===== src/rtl/irq_latch_pkg.sv =====
package irq_latch_pkg;
   localparam int REG_COUNT  = 4;
   localparam int WORD_BYTES = 4;

   typedef enum logic [1:0] {
      REG_STAT = 2'd0,
      REG_MASK = 2'd1,
      REG_POL  = 2'd2,
      REG_RAW  = 2'd3
   } reg_idx_e;
endpackage


===== src/rtl/irq_addr_decode.sv =====
module irq_addr_decode #(
   parameter int ADDR_W   = 8,
   parameter int BASE_OFF = 'h50
) (
   input  logic [ADDR_W-1:0]                     addr,
   output logic [irq_latch_pkg::REG_COUNT-1:0]   sel
);
   import irq_latch_pkg::*;

   for (genvar i = 0; i < REG_COUNT; i++) begin : g_sel
      localparam int OFF = BASE_OFF + i * WORD_BYTES;
      assign sel[i] = (addr == OFF[ADDR_W-1:0]);
   end
endmodule


===== src/rtl/irq_raw_sampler.sv =====
module irq_raw_sampler #(
   parameter int DATA_W      = 32,
   parameter int HC_BIT      = 11,
   parameter int SYNC_STAGES = 1
) (
   input  logic              clk,
   input  logic              rst,
   input  logic              hc_irq,
   input  logic [DATA_W-1:0] aux_irq,
   output logic [DATA_W-1:0] raw_q
);
   logic [DATA_W-1:0] merged;

   for (genvar b = 0; b < DATA_W; b++) begin : g_bit
      if (b == HC_BIT) begin : g_hc
         assign merged[b] = hc_irq | aux_irq[b];
      end else begin : g_aux
         assign merged[b] = aux_irq[b];
      end
   end

   if (SYNC_STAGES == 1) begin : g_one
      always_ff @(posedge clk) begin
         if (rst) raw_q <= '0;
         else     raw_q <= merged;
      end
   end else begin : g_chain
      logic [DATA_W-1:0] stage_q [SYNC_STAGES];
      always_ff @(posedge clk) begin
         if (rst) begin
            for (int s = 0; s < SYNC_STAGES; s++) stage_q[s] <= '0;
         end else begin
            stage_q[0] <= merged;
            for (int s = 1; s < SYNC_STAGES; s++) stage_q[s] <= stage_q[s-1];
         end
      end
      assign raw_q = stage_q[SYNC_STAGES-1];
   end
endmodule


===== src/rtl/irq_sticky_core.sv =====
module irq_sticky_core #(
   parameter int DATA_W = 32
) (
   input  logic              clk,
   input  logic              rst,
   input  logic              wr_stat,
   input  logic              wr_mask,
   input  logic              wr_pol,
   input  logic [DATA_W-1:0] wdata,
   input  logic [DATA_W-1:0] raw_q,
   output logic [DATA_W-1:0] status_q,
   output logic [DATA_W-1:0] mask_q,
   output logic [DATA_W-1:0] pol_q
);
   logic [DATA_W-1:0] clr_bits;
   logic [DATA_W-1:0] set_bits;
   logic [DATA_W-1:0] status_d;

   always_comb begin
      clr_bits = wr_stat ? wdata : '0;
      set_bits = raw_q & mask_q;
      status_d = (status_q & ~clr_bits) | set_bits;
   end

   always_ff @(posedge clk) begin
      if (rst) begin
         status_q <= '0;
         mask_q   <= '0;
         pol_q    <= '0;
      end else begin
         status_q <= status_d;
         if (wr_mask) mask_q <= wdata;
         if (wr_pol)  pol_q  <= wdata;
      end
   end
endmodule


===== src/rtl/irq_latch_regs.sv =====
module irq_latch_regs #(
   parameter int DATA_W      = 32,
   parameter int ADDR_W      = 8,
   parameter int BASE_OFF    = 'h50,
   parameter int HC_BIT      = 11,
   parameter int SYNC_STAGES = 1
) (
   input  logic              clk,
   input  logic              rst,
   input  logic              wr_en,
   input  logic [ADDR_W-1:0] addr,
   input  logic [DATA_W-1:0] wdata,
   output logic [DATA_W-1:0] rdata,
   input  logic              hc_irq,
   input  logic [DATA_W-1:0] aux_irq,
   output logic              irq_out
);
   import irq_latch_pkg::*;

   localparam int LAST_OFF = BASE_OFF + (REG_COUNT - 1) * WORD_BYTES;

   if (HC_BIT >= DATA_W) begin : g_bad_hc
      $error("HC_BIT must lie inside the data word");
   end
   if (SYNC_STAGES < 1 || SYNC_STAGES > 3) begin : g_bad_sync
      $error("SYNC_STAGES must be 1 to 3");
   end
   if (LAST_OFF >= (1 << ADDR_W)) begin : g_bad_addr
      $error("register window does not fit the address width");
   end
   if (BASE_OFF % WORD_BYTES != 0) begin : g_bad_align
      $error("BASE_OFF must be word aligned");
   end

   logic [REG_COUNT-1:0] reg_sel;
   logic [DATA_W-1:0]    raw_q;
   logic [DATA_W-1:0]    status_q;
   logic [DATA_W-1:0]    mask_q;
   logic [DATA_W-1:0]    pol_q;

   irq_addr_decode #(.ADDR_W(ADDR_W), .BASE_OFF(BASE_OFF)) u_dec (
      .addr (addr),
      .sel  (reg_sel)
   );

   irq_raw_sampler #(.DATA_W(DATA_W), .HC_BIT(HC_BIT),
                     .SYNC_STAGES(SYNC_STAGES)) u_raw (
      .clk     (clk),
      .rst     (rst),
      .hc_irq  (hc_irq),
      .aux_irq (aux_irq),
      .raw_q   (raw_q)
   );

   irq_sticky_core #(.DATA_W(DATA_W)) u_core (
      .clk      (clk),
      .rst      (rst),
      .wr_stat  (wr_en && reg_sel[REG_STAT]),
      .wr_mask  (wr_en && reg_sel[REG_MASK]),
      .wr_pol   (wr_en && reg_sel[REG_POL]),
      .wdata    (wdata),
      .raw_q    (raw_q),
      .status_q (status_q),
      .mask_q   (mask_q),
      .pol_q    (pol_q)
   );

   always_comb begin
      unique case (1'b1)
         reg_sel[REG_STAT]: rdata = status_q;
         reg_sel[REG_MASK]: rdata = mask_q;
         reg_sel[REG_POL]:  rdata = pol_q;
         reg_sel[REG_RAW]:  rdata = raw_q;
         default:           rdata = '1;
      endcase
   end

   assign irq_out = |status_q;
endmodule


===== config.mk =====
export PLATFORM = sky130hd
export DESIGN_NAME = irq_latch_regs
export DESIGN_NICKNAME = d
export VERILOG_FILES = /design/src/rtl/irq_latch_pkg.sv /design/src/rtl/irq_addr_decode.sv /design/src/rtl/irq_raw_sampler.sv /design/src/rtl/irq_sticky_core.sv /design/src/rtl/irq_latch_regs.sv
export SDC_FILE = /design/constraint.sdc
export NUM_CORES = 1
export LEC_CHECK = 0
export BUFFER_PORTS_ARGS = -buffer_cell sky130_fd_sc_hd__buf_2
export CAP_MARGIN = 40
export CORE_MARGIN = 4
export CORE_UTILIZATION = 30
export DETAILED_ROUTE_END_ITERATION = 8
export MAX_ROUTING_LAYER = met4
export PLACE_DENSITY_LB_ADDON = 0.2
export SYNTH_ARGS = -nofsm -noshare
export SYNTH_HDL_FRONTEND = slang
export SYNTH_SLANG_ARGS = --single-unit
export TNS_END_PERCENT = 10

===== constraint.sdc =====
create_clock -name clk -period 1.8 [get_ports clk]
set_input_delay 0.18 -clock clk [delete_from_list [all_inputs] [get_ports clk]]
set_output_delay 0.18 -clock clk [all_outputs]
set_load 0.02 [all_outputs]

---- Word-level counts from Yosys, hierarchy flattened ----
Cells that the tools add are included.
cells by class
  multipliers ............................. 0
  bitwise gates (word level) .............. 5
  add/sub/neg operators ................... 0
  eq/ne operators ......................... 4
  divide/modulo/power cells ............... 0
  muxes and demuxes ....................... 2
  reduce and logical (&&, ||, !) cells .... 4
  shift operators ......................... 0
  order comparisons ....................... 0
operators by type and width
  cell                                            count
  case mux 32 bit (4 select lines)                1
  bitwise AND 32 bit                              2
  == test 8 x 7 -> 1 bit (second input constant)  4
  2-to-1 mux 32 bit                               1
  NOT 32 bit                                      1
  OR 32 bit                                       1
  OR reduction 32 bit                             1
  logical AND 1 bit                               3
  OR 1 bit                                        1
word-level totals
  register bits after elaboration ......... 128
  memories kept ........................... 0
  latch bits .............................. 0
  memory bits (writable) .................. 0
  input port bits ......................... 76
  logic and storage cells ................. 19
  bits in read-only memories .............. 0

---- Depth between registers and ports, before layout ----
Gate-level depths: netlist (run 1).
  depth after elaboration ................. 6
  gate-level depth with buffers ........... 6

---- By module ----
Synthesis (run 1) repeated with hierarchy kept, for this count alone.
unflattened totals
  cells, all modules ...................... 548
  area, all modules ....................... 5706.7 um^2
modules (own cells, without submodules)
  module           seq. area each (um^2)  cells each  area each (um^2)  instances
  irq_sticky_core  1921.8                 342         3746.1            1
  irq_latch_regs   0.0                    131         1034.7            1
  irq_raw_sampler  640.6                  67          865.8             1
  irq_addr_decode  0.0                    8           60.1              1

---- Worst setup path after synthesis (run 1) ----
OpenSTA, ideal clock, no wires.
  path type ............................... input port to output port
  start point ............................. input addr[3]
  end point ............................... output rdata[10]
  buffers on the path ..................... 2
  path slack .............................. 0.022 ns
  arrival time ............................ 1.598 ns
  stages .................................. 4
  cell sequence ........................... buf_2 > buf_2 > mux4_2 > or3_1
between the ends
  longest elaborated chain between the ends .. 2
  elaborated cells on any way between the ends .. 5
  those cells by class .................... eq/ne (4); mux (1)
ends and longest elaborated chain
  element                             RTL line               source
  start: declaration                  irq_latch_regs.sv:11   input logic [ADDR_W-1:0] addr,
  == test 8 x 7 -> 1 bit              irq_addr_decode.sv:12  assign sel[i] = (addr == OFF[ADDR_W-1:0]);
  case mux 32 bit (4 select lines) *  irq_latch_regs.sv:69   unique case (1'b1)
  end: declaration                    irq_latch_regs.sv:13   output logic [DATA_W-1:0] rdata,
Mark *: on every way between the ends. The rest lies on a longest branch, timed or not.

---- Final worst setup path (run 1) ----
  start point ............................. register u_core.status_q[10]
  end point ............................... output irq_out
between the ends
  longest elaborated chain between the ends .. 1
ends and longest elaborated chain
  element                   RTL line               source
  start: declaration        irq_sticky_core.sv:11  output logic [DATA_W-1:0] status_q,
  start signal: assignment  irq_sticky_core.sv:31  status_q <= status_d;
  OR reduction 32 bit       irq_latch_regs.sv:78   assign irq_out = |status_q;
  end: declaration          irq_latch_regs.sv:16   output logic irq_out
No other way between the ends.

==> results of run 1 <==
## worst max-delay path: cells and delay by family, from the launching register on
family / cells / cell delay, ps
flip-flops: 1 / 340
AND/OR/NAND/NOR: 3 / 720
buffers and inverters: 2 / 290
## path summary, 6_finish.rpt
kind | from | end
setup / recovery | u_core.status_q[10] | irq_out
hold / removal | wdata[17] | u_core.status_q[17]
setup reg to reg | u_raw.raw_q[8] | u_core.status_q[8]
hold reg to reg | u_core.pol_q[22] | u_core.pol_q[22]
## per-layer routing
layer  track usage [%]  wire length [um]  vias to the layer above
li1                  -                 -                     2576
met3             3.688               893                       19
met5                 -                 0                        -
met4             5.211               299                        0
met1             22.61              8525                     2664
met2             27.74              9058                      141
## synthesized netlist by cell type
library cell,number
sky130_fd_sc_hd__dfxtp_1,128
sky130_fd_sc_hd__a21oi_1,96
sky130_fd_sc_hd__nand2b_1,65
sky130_fd_sc_hd__clkbuf_1,36
sky130_fd_sc_hd__nand4_1,34
sky130_fd_sc_hd__nor2b_1,33
sky130_fd_sc_hd__a311oi_1,32
sky130_fd_sc_hd__mux2i_1,32
sky130_fd_sc_hd__mux4_2,32
sky130_fd_sc_hd__or3_1,32
sky130_fd_sc_hd__o31ai_2,18
sky130_fd_sc_hd__buf_2,14
sky130_fd_sc_hd__o31ai_1,14
sky130_fd_sc_hd__nor4_1,8
sky130_fd_sc_hd__buf_6,7
sky130_fd_sc_hd__buf_1,5
sky130_fd_sc_hd__buf_4,2
sky130_fd_sc_hd__nor2_1,2
sky130_fd_sc_hd__or2_2,2
sky130_fd_sc_hd__and3_1,1
sky130_fd_sc_hd__and3b_1,1
sky130_fd_sc_hd__nand3b_1,1
sky130_fd_sc_hd__nand4_2,1
sky130_fd_sc_hd__nor4b_4,1
sky130_fd_sc_hd__or4b_1,1
## area by class of cell
cell class | instances | area [um^2]
Fill cell | 1974 | 11780
Multi-Input combinational cell | 406 | 3381
Timing Repair Buffer | 195 | 1490
Clock buffer | 18 | 439.2
Clock inverter | 14 | 211.5
Tap cell | 270 | 337.8
Antenna cell | 1 | 2.502
Sequential cell | 128 | 2592
## flip-flops by register name, indices dropped and copies added (netlist names)
name	flops
u_raw.raw_q	32
u_core.pol_q	32
u_core.mask_q	32
u_core.status_q	32
## through the flow
step	hold slack [ps]	area, um^2	cells	power (W)
floorplan	289.7	6177	598	0.003262
global placement	391.2	7159	947	0.003514
detailed placement	394.2	7159	947	0.003522
CTS	2.548	8412	1031	0.007423
global route	6.823	8454	1032	0.007591
finish	15.34	8454	1032	0.007338
## cell usage in the layout (no fill, tap or decap), types with 2 or more instances in the layout
cell type,count
sky130_fd_sc_hd__clkbuf_16,17
sky130_fd_sc_hd__nor2_1,2
sky130_fd_sc_hd__nor4_2,3
sky130_fd_sc_hd__bufinv_16,5
sky130_fd_sc_hd__dfxtp_1,104
sky130_fd_sc_hd__clkinv_2,4
sky130_fd_sc_hd__buf_2,103
sky130_fd_sc_hd__inv_6,2
sky130_fd_sc_hd__nor4_4,2
sky130_fd_sc_hd__buf_4,26
sky130_fd_sc_hd__dlygate4sd3_1,51
sky130_fd_sc_hd__clkinvlp_4,2
sky130_fd_sc_hd__o31ai_1,14
sky130_fd_sc_hd__or3_1,30
sky130_fd_sc_hd__nor2b_1,32
sky130_fd_sc_hd__or3_4,2
sky130_fd_sc_hd__a21oi_1,96
sky130_fd_sc_hd__buf_6,3
sky130_fd_sc_hd__buf_12,11
sky130_fd_sc_hd__nand4_1,34
sky130_fd_sc_hd__a311oi_1,32
sky130_fd_sc_hd__o31ai_2,18
sky130_fd_sc_hd__mux4_2,32
sky130_fd_sc_hd__mux2i_1,32
sky130_fd_sc_hd__nand2b_1,64
sky130_fd_sc_hd__nor4_1,3
sky130_fd_sc_hd__dfxtp_2,24
## cells by family (layout without fill, tap and decap cells)
logic type / after synthesis / count (layout) / share of synthesized area (%)
AND/OR/NAND/NOR: 182 / 182 / 18.86
AO/OA/AOI/OAI: 160 / 160 / 17.66
flip-flops: 128 / 128 / 41.48
multiplexers: 64 / 64 / 16.85
buffers and inverters: 64 / 227 / 5.145
other: 0 / 1 / 0
## what timing repair did
action / CTS / global route
hold endpoints to repair: 51 / 0
gates resized for setup: 27 / 17
hold buffers: 51 / 0
setup endpoints to repair: 33 / 33
setup buffers: 1 / 0
pin swaps: 2 / 0
## power groups by stage
stage	combinational, W	sequential, W	clock [W]
6_report	0.000642	0.00291	0.00379
5_1_grt	0.000700	0.00291	0.00398
4_1_cts	0.000648	0.00291	0.00387
3_5_place_dp	0.000555	0.00297	0
3_3_place_gp	0.000548	0.00297	0
2_1_floorplan	0.000304	0.00296	0
==> results.cfg, run 1 <==
[worst_setup_path]
critPathArrivalTime_ps = 1770
worst_path_max_delay_cell = sky130_fd_sc_hd__dfxtp_2
cp_peak_stage_delay_ps = 340
reg2reg_slack_ps = 940
rr_worst_depth = 3
worstPathCellList = nor4_4 -> buf_4 -> nand4_1 -> or2_4 -> buf_6
critical_path_class = flip-flop to output pin
critical_path.endpoint_type = output pin
critPathRequiredTime_ps = 1620
critPathMaxFanout = 3
worst_setup_path_start_kind = flip-flop

[logic_synthesis]
netlist.area_leader.share_pct = 41.48
ys_seq_area_share_pct = 41.48
synth.cell_area_um2 = 6177
yosysWarningCount = 0
synth_area_per_cell_um2 = 10.33
syn_nets = 674
postSynthCellCount = 598
synth_top_area_cell = sky130_fd_sc_hd__dfxtp_1
synth.lib_cells_used.distinct = 25
cell_types_occupying_the_most_area_after_synthesis = sky130_fd_sc_hd__dfxtp_1, sky130_fd_sc_hd__mux4_2, sky130_fd_sc_hd__a21oi_1, sky130_fd_sc_hd__nand2b_1, sky130_fd_sc_hd__mux2i_1
postSynthRegisterBits = 128

[clock_network]
cts.path.max_buffers = 2
tritoncts_num_sinks = 128
clkLatencyLatePin_ps = 420
clock_pin_slew_of_the_registers_on_the_worst_case_setup_and_hold_paths_ps = 50
cts_tree = built
clock_tree.root_cell = sky130_fd_sc_hd__clkbuf_16
cts_buffers = 17
clock_tree.htree_level_count = 4

[floorplanning]
die_w_um = 151.5
ios = 109
dieHeight_um = 151.5
floorplan.initialDensity_pct = 30.53
std_cell_rows = 52
fp.coreArea_um2 = 20230
dieArea_um2 = 22950

[power]
peakVddDrop_uv = 661.2
switching_power_w = 0.001662
p_clk_share_pct = 51.6
cellPowerDensity_nw_per_um2 = 868.0
power.static_leakage_nw = 3.188
power_frac_comb_pct = 8.7
sequentialPowerShare_pct = 39.6
internal_power_w = 0.005677
swShare_pct = 22.64

[sta]
post-route-worst-setup-slack_ps = -151.4
achievable-frequency_mhz = 512.5
timing_max_transition_violations_final = 0
tightestPinTransition_ps = 336.0
number_of_setup_violations_in_the_final_report = 33
grt_setup_unrepaired = true
final_period_minus_worst_setup_slack_ps = 1951
timing.final.hold_violations = 0
fin_worst_skew_ps = 6.698
totalNegativeSetupSlack_ps = -2592
max_slew_margin_pct = 77.39
period_share_pct = 108.4

[routing]
dr_total_vias = 5400
drt_wl_total_um = 18780
drc_errors = 0
ant_nets_after_route = 0
detailedRoute.firstPassIterationCount = 5
drt-wirelength-per-cell_um = 18.19
average_via_count_per_standard_cell = 5.233
drt-initial-drc-count = 290

[global_route]
grt_max_degree = 61
via_count_of_the_first_global_routing_pass = 5535
gr-usage-all-layers_pct = 17.48
congestion_overflow_gr = 0
grt_pass1_wl_um = 29980
grt_antenna_before_repair = 1

[placement]
place.port_buffers = 108
dp_worst_setup_slack_ps = -223.4
hpwlAfterDp_um = 12580
routabilityCongestion = 0.8187

[min_path]
hold_depth = 2
path_type_of_the_worst_min_delay_path = input pin to flip-flop

[cells_and_area]
layout-area-overhead-vs-synth_pct = 36.86
post-route-util_pct = 41.78
finalNetCount = 824
post_route_cells_drive_above_1_share_pct = 34.69

[run_status]
violations = setup timing
outcome = complete, but fails checks

[flow_run]
max_cap_viol_count = 0
No activity file was read; power rests on OpenSTA's default activity.
==> run 2: changes to the inputs <==
- RECOVER_POWER: not set -> 100
==> results.cfg, run 2 (same netlist as run 1, synthesis figures left out) <==
[run_status]
outcome = complete, but fails checks
violations = setup timing

[power]
p_clk_share_pct = 51.8
total_power_w = 0.007325
sequentialPowerShare_pct = 39.7
cellPowerDensity_nw_per_um2 = 879.1
peakVddDrop_uv = 650.2
switching_power_w = 0.001661
swShare_pct = 22.68
power_frac_comb_pct = 8.5
power.static_leakage_nw = 3.135
internal_power_w = 0.005664

[sta]
grt_setup_unrepaired = true
tightestPinTransition_ps = 967.6
max_slew_margin_pct = 35.49
fin_worst_skew_ps = 5.108
final_period_minus_worst_setup_slack_ps = 1951
timing.final.hold_violations = 0
period_share_pct = 108.4
number_of_setup_violations_in_the_final_report = 33
achievable-frequency_mhz = 512.7
post-route-worst-setup-slack_ps = -150.6
timing_max_transition_violations_final = 0

[floorplanning]
dieHeight_um = 151.5
dieArea_um2 = 22950
std_cell_rows = 52
floorplan.initialDensity_pct = 30.53
fp.coreArea_um2 = 20230
ios = 109
die_w_um = 151.5

[routing]
drt-wirelength-per-cell_um = 18.12
drt-initial-drc-count = 259
drc_errors = 0
drt_wl_total_um = 18700
dr_total_vias = 5373
ant_nets_after_route = 0
detailedRoute.firstPassIterationCount = 4
average_via_count_per_standard_cell = 5.206

[global_route]
grt_util_met2_pct = 27.74
congestion_overflow_gr = 0
grt_antenna_before_repair = 1
gr-usage-all-layers_pct = 17.48
grtUsageMet3_pct = 3.688
grt_pass1_wl_um = 29980
grt_max_degree = 61
globalRoute.busiestLayer = met2
via_count_of_the_first_global_routing_pass = 5535
met1_usage_pct = 22.61

[cells_and_area]
finalNetCount = 824
post_route_cells_drive_above_1_share_pct = 33.90
layout-area-overhead-vs-synth_pct = 34.90
layout.cells.most_common = sky130_fd_sc_hd__dfxtp_1
most-common-layout-cells = sky130_fd_sc_hd__dfxtp_1, sky130_fd_sc_hd__buf_2, sky130_fd_sc_hd__a21oi_1
post-route-util_pct = 41.18
filler_cell_count = 1996

[min_path]
path_type_of_the_worst_min_delay_path = input pin to flip-flop
holdCritStartpoint = wdata[17]

[worst_setup_path]
critPathArrivalTime_ps = 1770
critical_path_class = input pin to output pin
timing.rr.start = u_core.mask_q[28]
worst_setup_path_start_kind = input pin
critPathRequiredTime_ps = 1620
critPathMaxFanout = 25
critical_path.endpoint_type = output pin
crit_path_start = addr[5]

[clock_network]
cts_buffers = 17
clock_pin_slew_of_the_registers_on_the_worst_case_setup_and_hold_paths_ps = 50
clkLatencyLatePin_ps = 420
cts_tree = built
clock_tree.htree_level_count = 4
clock_tree.root_cell = sky130_fd_sc_hd__clkbuf_16
cts.path.max_buffers = 2
tritoncts_num_sinks = 128

[placement]
routabilityCongestion = 0.8187
place.port_buffers = 108
hpwlAfterDp_um = 12580

[flow_run]
max_cap_viol_count = 0
## run 2: cell count changes in the layout (fill, tap and decap cells not counted), sizes merged
cell	before	now
buf	144	132
clkbuf	18	30
## run 2: worst paths after layout
| check | endpoint | slack, ps | cells past startpoint |
|---|---|---|---|
| max | rdata[26] | -150 | 5 |
| min | u_core.status_q[17] | 20 | 2 |
| min reg2reg | u_core.pol_q[22] | 470 | 2 |
| max reg2reg | u_core.status_q[28] | 920 | 2 |
## run 2: final cells by class
cell class                 instances  area, um^2  area share (%)
clock inverter                    14       211.5           2.538
tap                              270       337.8           4.054
antenna                            1       2.502         0.03003
clock buffer                      18       439.2           5.270
timing repair buffer             195        1404           16.85
sequential                       128        2592           31.11
multi-input combinational        406        3346           40.15
## run 2: per-layer routing
metal  vias up  wire (um)
li1       2577          -
met1      2626       8405
met2       147       8984
met3        23        972
met4         0        340
met5         -          0
## run 2: repair_timing
action	CTS	global route
endpoints found under the hold margin	51	0
buffers inserted	1	0
pin swaps	2	0
setup endpoints to repair	33	33
gates resized for setup	27	17
hold buffers	51	0
## run 2: per-stage QoR
step           TNS, ps  cells  cell area, um^2  setup slack [ps]  hold WS [ps]
2_1_floorplan        0    598             6177             22.47         289.7
3_3_place_gp     -6841    947             7159            -176.2         391.2
3_5_place_dp     -8408    947             7159            -223.4         394.2
4_1_cts          -3479   1031             8412            -203.8         2.548
5_1_grt          -6004   1032             8333            -212.3         6.823
6_report         -3229   1032             8333            -150.6         15.38
## run 2: power by group through the flow
stage / Clock [W] / Sequential (W) / Combinational, W
after floorplan: 0 / 0.00296 / 0.000304
after global routing: 0.00398 / 0.00291 / 0.000681
after CTS: 0.00387 / 0.00291 / 0.000648
after detailed placement: 0 / 0.00297 / 0.000555
after global placement: 0 / 0.00297 / 0.000548
final: 0.00380 / 0.00291 / 0.000622
## run 2: worst max-delay path, cell delays in order
cell and delay (ps):
sky130_fd_sc_hd__buf_2 110, sky130_fd_sc_hd__or4b_4 550, sky130_fd_sc_hd__clkbuf_4 310, sky130_fd_sc_hd__or3_1 430, sky130_fd_sc_hd__buf_2 170
